File: config.mk
export PLATFORM = sky130hd
export DESIGN_NAME = mac_unit
export DESIGN_NICKNAME = d
export VERILOG_FILES = /design/src/rtl/mac_pkg.sv /design/src/rtl/mac_mult.sv /design/src/rtl/mac_lane.sv /design/src/rtl/mac_unit.sv
export SDC_FILE = /design/constraint.sdc
export NUM_CORES = 1
export LEC_CHECK = 0
export BUFFER_PORTS_ARGS = -buffer_cell sky130_fd_sc_hd__buf_2
export CAP_MARGIN = 30
export CORE_AREA = 2 2 188 190
export DETAILED_ROUTE_END_ITERATION = 10
export DIE_AREA = 0 0 190 192
export PLACE_DENSITY = 0.92
export SLEW_MARGIN = 15
export SYNTH_ARGS = -nofsm -noshare
export SYNTH_HDL_FRONTEND = slang
export SYNTH_SLANG_ARGS = --single-unit
File: constraint.sdc
create_clock -name clk -period 6.4 [get_ports clk]
set_input_delay 1.28 -clock clk [delete_from_list [all_inputs] [get_ports clk]]
set_output_delay 1.28 -clock clk [all_outputs]
set_load 0.02 [all_outputs]
File: src/rtl/mac_pkg.sv
package mac_pkg;
    typedef enum logic [1:0] {
        OP_MPY = 2'b00,
        OP_MAC = 2'b01,
        OP_MSC = 2'b10,
        OP_CLR = 2'b11
    } mac_op_e;
endpackage

File: src/rtl/mac_mult.sv
module mac_mult #(
    parameter int OPW  = 16,
    parameter int ACCW = 40
) (
    input  logic [OPW-1:0]         opa,
    input  logic [OPW-1:0]         opb,
    input  logic                   a_signed,
    input  logic                   b_signed,
    input  logic                   frac_mode,
    output logic signed [ACCW-1:0] prod
);
    localparam int EXTW  = OPW + 1;
    localparam int PRODW = 2 * EXTW;
    localparam logic [ACCW-1:0] FRAC_ONE = ACCW'(1) << (2 * OPW - 1);
    localparam logic [OPW-1:0]  MINUS_ONE = {1'b1, {(OPW-1){1'b0}}};

    logic signed [EXTW-1:0]  a_x, b_x;
    logic signed [PRODW-1:0] raw;
    logic signed [PRODW:0]   scaled;

    always_comb begin
        a_x    = {a_signed & opa[OPW-1], opa};
        b_x    = {b_signed & opb[OPW-1], opb};
        raw    = a_x * b_x;
        scaled = frac_mode ? {raw, 1'b0} : {raw[PRODW-1], raw};
        prod   = {{(ACCW-PRODW-1){scaled[PRODW]}}, scaled};
    end

    // (-1.0)x(-1.0) must come out as exactly +1.0
    always_comb begin
        if (frac_mode && a_signed && b_signed && opa == MINUS_ONE && opb == MINUS_ONE)
            assert_minus_one_sq_R4: assert (prod == FRAC_ONE);
    end
endmodule

File: src/rtl/mac_lane.sv
module mac_lane
    import mac_pkg::*;
#(
    parameter int ACCW = 40
) (
    input  logic                   clk,
    input  logic                   rst_n,
    input  logic                   en,
    input  mac_op_e                op,
    input  logic                   sat_en,
    input  logic signed [ACCW-1:0] prod,
    output logic [ACCW-1:0]        acc,
    output logic                   ovf
);
    localparam logic [ACCW-1:0] POS_MAX = {1'b0, {(ACCW-1){1'b1}}};
    localparam logic [ACCW-1:0] NEG_MAX = {1'b1, {(ACCW-1){1'b0}}};

    logic [ACCW:0]   sum;
    logic            out_of_range;
    logic [ACCW-1:0] nxt_acc;
    logic            nxt_ovf;

    always_comb begin
        if (op == OP_MSC)
            sum = {acc[ACCW-1], acc} - {prod[ACCW-1], prod};
        else
            sum = {acc[ACCW-1], acc} + {prod[ACCW-1], prod};
        out_of_range = sum[ACCW] ^ sum[ACCW-1];
        nxt_acc = acc;
        nxt_ovf = ovf;
        unique case (op)
            OP_MPY: nxt_acc = prod;
            OP_MAC, OP_MSC: begin
                if (out_of_range) begin
                    nxt_ovf = 1'b1;
                    nxt_acc = !sat_en ? sum[ACCW-1:0] : (sum[ACCW] ? NEG_MAX : POS_MAX);
                end else begin
                    nxt_acc = sum[ACCW-1:0];
                end
            end
            OP_CLR: begin
                nxt_acc = '0;
                nxt_ovf = 1'b0;
            end
            default: ;
        endcase
    end

    always_ff @(posedge clk or negedge rst_n) begin
        if (!rst_n) begin
            acc <= '0;
            ovf <= 1'b0;
        end else if (en) begin
            acc <= nxt_acc;
            ovf <= nxt_ovf;
        end
    end

    assert_clear_R9: assert property (@(posedge clk) disable iff (!rst_n)
        (en && op == OP_CLR) |=> (acc == '0 && !ovf));
    assert_sticky_R9: assert property (@(posedge clk) disable iff (!rst_n)
        (ovf && !(en && op == OP_CLR)) |=> ovf);
    assert_hold_R10: assert property (@(posedge clk) disable iff (!rst_n)
        !en |=> ($stable(acc) && $stable(ovf)));
    assert_load_R6: assert property (@(posedge clk) disable iff (!rst_n)
        (en && op == OP_MPY) |=> (acc == $past(prod) && ovf == $past(ovf)));
    assert_pos_sat_R7: assert property (@(posedge clk) disable iff (!rst_n)
        (en && sat_en && op == OP_MAC && !acc[ACCW-1] && !prod[ACCW-1]) |=> !acc[ACCW-1]);
endmodule

File: src/rtl/mac_unit.sv
module mac_unit
    import mac_pkg::*;
#(
    parameter int OPW  = 16,
    parameter int ACCW = 40
) (
    input  logic            clk,
    input  logic            rst_n,
    input  logic            op_en,
    input  logic [1:0]      op_sel,
    input  logic            acc_sel,
    input  logic            frac_mode,
    input  logic            a_signed,
    input  logic            b_signed,
    input  logic            sat_en,
    input  logic [OPW-1:0]  opa,
    input  logic [OPW-1:0]  opb,
    output logic [ACCW-1:0] acc_a,
    output logic [ACCW-1:0] acc_b,
    output logic            ovf_a,
    output logic            ovf_b
);
    localparam int NACC = 2;

    logic signed [ACCW-1:0] prod;
    logic [ACCW-1:0]        lane_acc [NACC];
    logic                   lane_ovf [NACC];
    mac_op_e                op;

    assign op = mac_op_e'(op_sel);

    mac_mult #(.OPW(OPW), .ACCW(ACCW)) i_mult (
        .opa(opa), .opb(opb), .a_signed(a_signed), .b_signed(b_signed),
        .frac_mode(frac_mode), .prod(prod)
    );

    for (genvar g = 0; g < NACC; g++) begin : g_lane
        logic lane_en;
        assign lane_en = op_en && (acc_sel == 1'(g));
        mac_lane #(.ACCW(ACCW)) i_lane (
            .clk(clk), .rst_n(rst_n), .en(lane_en), .op(op), .sat_en(sat_en),
            .prod(prod), .acc(lane_acc[g]), .ovf(lane_ovf[g])
        );
    end

    assign acc_a = lane_acc[0];
    assign acc_b = lane_acc[1];
    assign ovf_a = lane_ovf[0];
    assign ovf_b = lane_ovf[1];
endmodule

==> results of run 1 <==
## per-stage QoR
step | hold slack (ns) | area [um2] | std cells
2_1_floorplan | 0.623 | 22600 | 2669
3_3_place_gp | 0.513 | 27800 | 3740
3_5_place_dp | 0.524 | 27800 | 3740
4_1_cts | 0.550 | 30600 | 3845
## per-layer routing
| layer | global-route usage | GRT overflow |
|---|---|---|
| met1 | 0.898 | 76 |
| met2 | 1.04 | 529 |
| met3 | 0.868 | 76 |
| met4 | 0.994 | 303 |
| met5 | 0.696 | 7 |
## logic make-up after synthesis
family,after synthesis,share of synthesized area
xor+xnor,129,0.0522
buf+inv,491,0.0879
mux,8,0.00369
flops,82,0.0930
compound gates,632,0.205
simple gates,868,0.197
fa+ha+maj,459,0.361
## what timing repair did
| item | 4_1_cts |
|---|---|
| gates cloned | 19 |
| gates resized for setup | 317 |
| endpoints found under the setup margin | 82 |
| buffers inserted | 72 |
| pin swaps | 162 |
==> flow_metrics.env, run 1 <==
export IMPL_synth_area_leaders="fa_1, dfrtp_1, ha_1"
export IMPL_cts_htree_levels=3
export IMPL_yosys_warnings=0
export IMPL_track_usage=0.940
export IMPL_yosys_area_top_type_share=0.270
export IMPL_synth_seq_cells=82
export IMPL_ys_seq_area_frac=0.0930
export IMPL_syn_area_per_cell_um2=8.26
export IMPL_clockBufferDepth=2
export IMPL_port_buffers=123
export IMPL_die_w_um=190
export IMPL_cts_buffers=9
export IMPL_syn_area_um2=22100
export IMPL_cts_root_buf="clkbuf_16"
export IMPL_grt_pass1_vias=38300
export IMPL_yosysTopAreaCell="fa_1"
export IMPL_synth_fp_nets=3164
export IMPL_overflow=991
export IMPL_synth_cells=2669
export IMPL_grt_max_degree=67
export IMPL_status="stopped before the end"
export IMPL_dp_slack_ns=-5.89
export IMPL_yosys_most_used_dff="dfrtp_1"
export IMPL_synth_cell_types=108
export IMPL_hpwlAfterDp_um=71000
export IMPL_failing_step="global routing"
export IMPL_synthArstFlopShare=1.00
export IMPL_ys_top_cells_by_count="inv_1, fa_1, nand2_1, nor2_1, ha_1"
export IMPL_fp_dieH_um=192
export IMPL_synth_edf_count=0
export IMPL_start_util=0.643
export IMPL_error_line="[ERROR GRT-0116] Global routing finished with congestion. Check the congestion regions in the DRC Viewer."
export IMPL_gp_congestion=1.06
export IMPL_cts_hold_buf=0
export IMPL_clkSinkCount=82
export IMPL_grt_first_pass_wirelength_um=257000
export IMPL_synth_most_common_cell="inv_1"
export IMPL_num_rows=68
export IMPL_ios=124
==> run 2, diff against run 1 <==
Settings changed: CORE_AREA 2 2 188 190 to 2 2 238 240, DIE_AREA 0 0 190 192 to 0 0 240 242, PLACE_DENSITY 0.92 to default, PLACE_DENSITY_LB_ADDON from default to 0.15.
==> run 2 against run 1 <==
The flow now finishes, with violations (setup timing). Area after synthesis stayed put. Synthesized cell count stayed put.
==> flow_metrics.env, run 2 <==
export IMPL_rrSetupSlack_ns=0.84
export IMPL_fin_ws_ns=-5.04
export IMPL_overflow=0
export IMPL_cts_root_buf="clkbuf_16"
export IMPL_num_rows=87
export IMPL_regArea_um2=2050
export IMPL_setup_violations=82
export IMPL_ys_top_cells_by_count="inv_1, fa_1, nand2_1, nor2_1, ha_1"
export IMPL_crit_arrival_ns=11.65
export IMPL_synth_cell_types=108
export IMPL_drt_pass1_iterations=7
export IMPL_cp_max_fo=7
export IMPL_yosys_warnings=0
export IMPL_cts_buffers=9
export IMPL_clkSinkCount=82
export IMPL_clockBufferDepth=2
export IMPL_cts_htree_levels=3
export IMPL_cp_common_cell="fa_1"
export IMPL_viasPerCell=5.39
export IMPL_clk_latency_ns=0.37
export IMPL_n_fill_cell=5100
export IMPL_critical_path_top_delay_family="adder cells"
export IMPL_drv_cap=0
export IMPL_crit_slowest_cell="or4_4"
export IMPL_final_common_cell="buf_4"
export IMPL_cts_tree="built"
export IMPL_finalClockSkew_ns=0.0107
export IMPL_vias=22700
export IMPL_ys_seq_area_frac=0.0930
export IMPL_r2r_cells=23
export IMPL_grt_pass1_vias=24000
export IMPL_crit_type="input pin to flop"
export IMPL_drv_slew=0
export IMPL_r2r_start="g_lane[1].i_lane.acc[0]"
export IMPL_post_drt_wl_per_cell_um=18.6
export IMPL_synth_edf_count=0
export IMPL_yosys_area_top_type_share=0.270
export IMPL_period_share=1.79
export IMPL_hp_start="g_lane[0].i_lane.acc[1]"
export IMPL_worst_setup_path_start_kind="input pin"
export IMPL_synth_fp_nets=3164
export IMPL_synth_most_common_cell="inv_1"
export IMPL_synthArstFlopShare=1.00
export IMPL_track_usage=0.274
export IMPL_die_w_um=240
export IMPL_routed_wirelength_um=78500
export IMPL_start_util=0.396
export IMPL_drt_iter0_drc=1264
export IMPL_gp_congestion=0.902
export IMPL_yosysTopAreaCell="fa_1"
export IMPL_dieArea_um2=58100
export IMPL_synth_seq_cells=82
export IMPL_fin_nets=3946
export IMPL_fp_dieH_um=242
export IMPL_period_needed_ns=11.44
export IMPL_ios=124
export IMPL_port_buffers=123
export IMPL_top_register="g_lane.i_lane.acc"
export IMPL_grt_first_pass_wirelength_um=127000
export IMPL_setup_tns_ns=-401.92
export IMPL_drc_errors=0
export IMPL_syn_area_um2=22100
export IMPL_slew_headroom=0.377
export IMPL_top_regs="g_lane.i_lane.acc (80), g_lane.i_lane.ovf (2)"
export IMPL_drive_gt1_frac=0.358
export IMPL_rsz0062_at_grt="yes"
export IMPL_cp_end_kind="flop"
export IMPL_largest_reg_flops=80
export IMPL_min_to="g_lane[0].i_lane.acc[1]"
export IMPL_synth_cells=2669
export IMPL_critPathMaxStageDelay_ns=0.67
export IMPL_coreArea_um2=55700
export IMPL_diodes=0
export IMPL_worstMarginPinSlew_ns=0.934
export IMPL_clkSlewWorstSetupHoldPaths_ns=0.06
export IMPL_cp_buffers_inverters=10
export IMPL_clock_fmax_mhz=87.4
export IMPL_antenna_found_initial=1
export IMPL_multi_input_comb_area_um2=19700
export IMPL_hp_class="flop to flop"
export IMPL_hold_depth=2
export IMPL_final_cell_mix="buf_4, inv_1, fa_1, nand2_1, nor2_1"
export IMPL_ant_nets=0
export IMPL_timing_rr_end="g_lane[1].i_lane.acc[0]"
export IMPL_syn_to_final_growth_pct=44.1
export IMPL_hpwlAfterDp_um=61300
export IMPL_grt_max_degree=68
export IMPL_synth_area_leaders="fa_1, dfrtp_1, ha_1"
export IMPL_violations="setup timing"
export IMPL_status="finished with violations"
export IMPL_yosys_most_used_dff="dfrtp_1"
export IMPL_syn_area_per_cell_um2=8.26
export IMPL_finalHoldViolCount=0
export IMPL_worstPathRequired_ns=6.60
[run 2: cell counts after synthesis]
No cell type changed its count.
[run 2: what timing repair did]
action	CTS	global route
gates resized for setup	271	85
hold buffers	0	0
cloned	15	2
endpoints found under the setup margin	82	82
setup buffers	74	30
pin swaps	119	80
[run 2: layout make-up]
class,instances,share of cell area
multi-input combinational,2096,0.621
timing repair buffer,899,0.231
sequential,82,0.0646
inverter,363,0.0430
tap,756,0.0298
clock buffer,11,0.00764
clock inverter,5,0.00268
[run 2: logic make-up after synthesis]
| group | count (synthesis) | synth area share |
|---|---|---|
| compound gates | 632 | 0.205 |
| xor+xnor | 129 | 0.0522 |
| fa+ha+maj | 459 | 0.361 |
| buf+inv | 491 | 0.0879 |
| flops | 82 | 0.0930 |
| mux | 8 | 0.00369 |
| simple gates | 868 | 0.197 |
[run 2: how the worst max path moves through the flow]
stage | from | endpoint | depth (start not counted)
finish | opb[5] | g_lane[1].i_lane.acc[0] | 43
global route | opa[5] | g_lane[1].i_lane.acc[0] | 42
CTS | opa[4] | g_lane[1].i_lane.acc[0] | 40
detailed placement | opa[15] | g_lane[1].i_lane.acc[0] | 43
global placement | opa[15] | g_lane[1].i_lane.acc[1] | 43
floorplan | opb[8] | g_lane[1].i_lane.acc[19] | 42
[run 2: per-layer routing]
metal,share of wire,wire [um],vias to the layer above,GRT usage
met2,0.50,39100,582,0.486
met1,0.43,33400,11300,0.353
met5,0.00022,17,-,0
met3,0.047,3660,143,0.0301
met4,0.029,2310,2,0.0663
li1,-,-,10700,-
[run 2: metrics by stage]
step           setup slack [ns]  cells   util  instance area [um2]  hold WS [ns]
2_1_floorplan             -4.55   2669      -                22600         0.623
3_3_place_gp              -5.77   4077  0.511                28500         0.554
3_5_place_dp              -5.82   4077  0.511                28500         0.551
4_1_cts                   -4.84   4181  0.558                31100         0.567
5_1_grt                   -5.43   4212  0.570                31800         0.611
6_report                  -5.04   4212  0.570                31800         0.571
[run 2: worst register-to-register path, stage by stage, from the launching register on]
cell and delay, ns:
dfrtp_1 0.41, inv_1 0.07, ha_1 0.17, inv_1 0.07
fa_1 0.44, a21oi_1 0.17, buf_4 0.16, o211ai_1 0.12
a22o_1 0.29, o2111ai_2 0.28, nand4_1 0.23, nand2_2 0.16
nand3_1 0.08, a31oi_1 0.17, a2111o_1 0.19, o31ai_4 0.08
maj3_2 0.36, a221oi_4 0.29, o21ai_1 0.14, a2111o_1 0.41
or4_4 0.68, buf_12 0.23, o211ai_1 0.10, a31oi_1 0.11
Power of run 2 is left out: the tool's default activity adds up to more than one toggle a clock period on the data nets, which glitch-free logic cannot reach.
==> run 3, diff against run 2 <==
Settings changed: CORE_AREA 2 2 238 240 to 2 2 275 168, DIE_AREA 0 0 240 242 to 0 0 277 170.
==> run 3 against run 2 <==
Fmax grew 1.6%. Core utilization rose by 13 points. Hold slack lost 0.012 ns. Critical path depth grew 3. Largest cell class unchanged. The flow still finishes with violations (setup timing). Setup slack improved by 0.18 ns. Final area decreased by 2.2%. First-iteration DRC count grew 79%. Final cell count decreased by 4.6%. Sequential cell count stayed put. Non-clock buffer count decreased by 27.
==> flow_metrics.env, run 3 (same netlist as run 2, synthesis figures left out) <==
export IMPL_dp_slack_ns=-5.69
export IMPL_drv_slew=0
export IMPL_port_buffers=123
export IMPL_dieArea_um2=47100
export IMPL_rrSetupSlack_ns=0.97
export IMPL_final_cell_mix="buf_4, inv_1, fa_1, nand2_1, nor2_1"
export IMPL_period_needed_ns=11.27
export IMPL_setup_violations=82
export IMPL_diodes=0
export IMPL_final_common_cell="buf_4"
export IMPL_vias=23100
export IMPL_worstPathRequired_ns=6.69
export IMPL_drt_pass1_iterations=6
export IMPL_grt_first_pass_wirelength_um=127000
export IMPL_grt_pass1_vias=24000
export IMPL_clock_fmax_mhz=88.7
export IMPL_syn_to_final_growth_pct=40.8
export IMPL_cts_tree="built"
export IMPL_clk_latency_ns=0.38
export IMPL_coreArea_um2=44400
export IMPL_fin_ws_ns=-4.87
export IMPL_ant_nets=0
export IMPL_viasPerCell=5.76
export IMPL_crit_arrival_ns=11.56
export IMPL_critPathMaxStageDelay_ns=0.55
export IMPL_cp_common_cell="buf_4"
export IMPL_antenna_found_initial=0
export IMPL_grt_max_degree=67
export IMPL_status="finished with violations"
export IMPL_overflow=0
export IMPL_routed_wirelength_um=79100
export IMPL_post_drt_wl_per_cell_um=19.7
export IMPL_period_share=1.76
export IMPL_rsz0062_at_grt="yes"
export IMPL_hpwlAfterDp_um=61200
export IMPL_start_util=0.496
export IMPL_worstMarginPinSlew_ns=1.06
export IMPL_cts_hold_buf=0
export IMPL_drt_iter0_drc=2264
export IMPL_ios=124
export IMPL_cts_buffers=9
export IMPL_violations="setup timing"
export IMPL_fp_dieH_um=170
export IMPL_cp_max_fo=6
export IMPL_track_usage=0.339
export IMPL_drv_cap=0
export IMPL_drc_errors=0
export IMPL_slew_headroom=0.289
export IMPL_top_regs="g_lane.i_lane.acc (80), g_lane.i_lane.ovf (2)"
export IMPL_clkSinkCount=82
export IMPL_crit_type="input pin to flop"
export IMPL_gp_congestion=0.965
export IMPL_clkSlewWorstSetupHoldPaths_ns=0.07
export IMPL_cts_root_buf="clkbuf_16"
export IMPL_finalHoldViolCount=0
export IMPL_clockBufferDepth=2
export IMPL_largest_reg_flops=80
export IMPL_num_rows=60
export IMPL_finalClockSkew_ns=0.0113
export IMPL_hp_class="flop to flop"
export IMPL_crit_slowest_cell="fa_1"
export IMPL_cts_htree_levels=3
export IMPL_cp_end_kind="flop"
export IMPL_drive_gt1_frac=0.347
export IMPL_die_w_um=277
export IMPL_worst_setup_path_start_kind="input pin"
export IMPL_fin_nets=3919
export IMPL_top_register="g_lane.i_lane.acc"
run 3: changes by cell type in the layout (fill, tap and decap cells not counted), sizes merged:
cell	change
bufinv	+1
clkbuf	-2
clkinv	+1
inv	-1
buf	-27
run 3: layout make-up:
| cell class | count | area [um2] |
|---|---|---|
| repair buffers | 872 | 7020 |
| well taps | 589 | 737 |
| flip-flops and latches | 82 | 2050 |
| fillers | 3488 | 13400 |
| clock inverters | 6 | 115 |
| inverters | 363 | 1370 |
| multi-input cells | 2096 | 19500 |
| clock buffers | 9 | 225 |
run 3: path summary, 6_finish.rpt:
kind / start / endpoint / depth (start not counted)
setup / recovery: opa[5] / g_lane[0].i_lane.acc[21] / 46
hold / removal: g_lane[0].i_lane.acc[6] / g_lane[0].i_lane.acc[6] / 2
setup reg to reg: g_lane[1].i_lane.acc[0] / g_lane[1].i_lane.acc[0] / 24
hold reg to reg: g_lane[0].i_lane.acc[6] / g_lane[0].i_lane.acc[6] / 2
max in group asynchronous: rst_n / g_lane[1].i_lane.acc[39] / 3
min in group asynchronous: rst_n / g_lane[0].i_lane.acc[9] / 1
run 3: timing repair:
action / 4_1_cts / 5_1_grt
setup endpoints to repair: 82 / 82
setup buffers: 65 / 20
gates resized for setup: 257 / 64
gates cloned: 12 / 1
pin swaps: 140 / 64
run 3: worst max-delay path, delay by kind of cell:
kind                     cells  cell delay, ns
AO/OA/AOI/OAI               17            3.82
buffers and inverters       15            1.74
adder cells (fa/ha/maj)      8            3.59
XOR/XNOR                     1            0.23
AND/OR/NAND/NOR              5            0.86
run 3: metal layers:
metal | vias to the layer above | track usage | share of wire
li1 | 10600 | - | -
met5 | - | 0 | 0
met1 | 11500 | 0.482 | 0.45
met2 | 939 | 0.545 | 0.45
met4 | 0 | 0.0603 | 0.016
met3 | 108 | 0.0659 | 0.088
run 3: stage by stage:
step,utilization,hold slack [ns],TNS [ns],cells,instance area [um2]
floorplan,-,0.623,-364.95,2669,22600
global placement,0.635,0.528,-427.12,3904,28200
detailed placement,0.635,0.511,-450.19,3905,28200
CTS,0.689,0.527,-378.38,3996,30600
global route,0.699,0.576,-420.02,4017,31100
finish,0.699,0.559,-390.62,4017,31100
Power of run 3 is left out for the same reason.
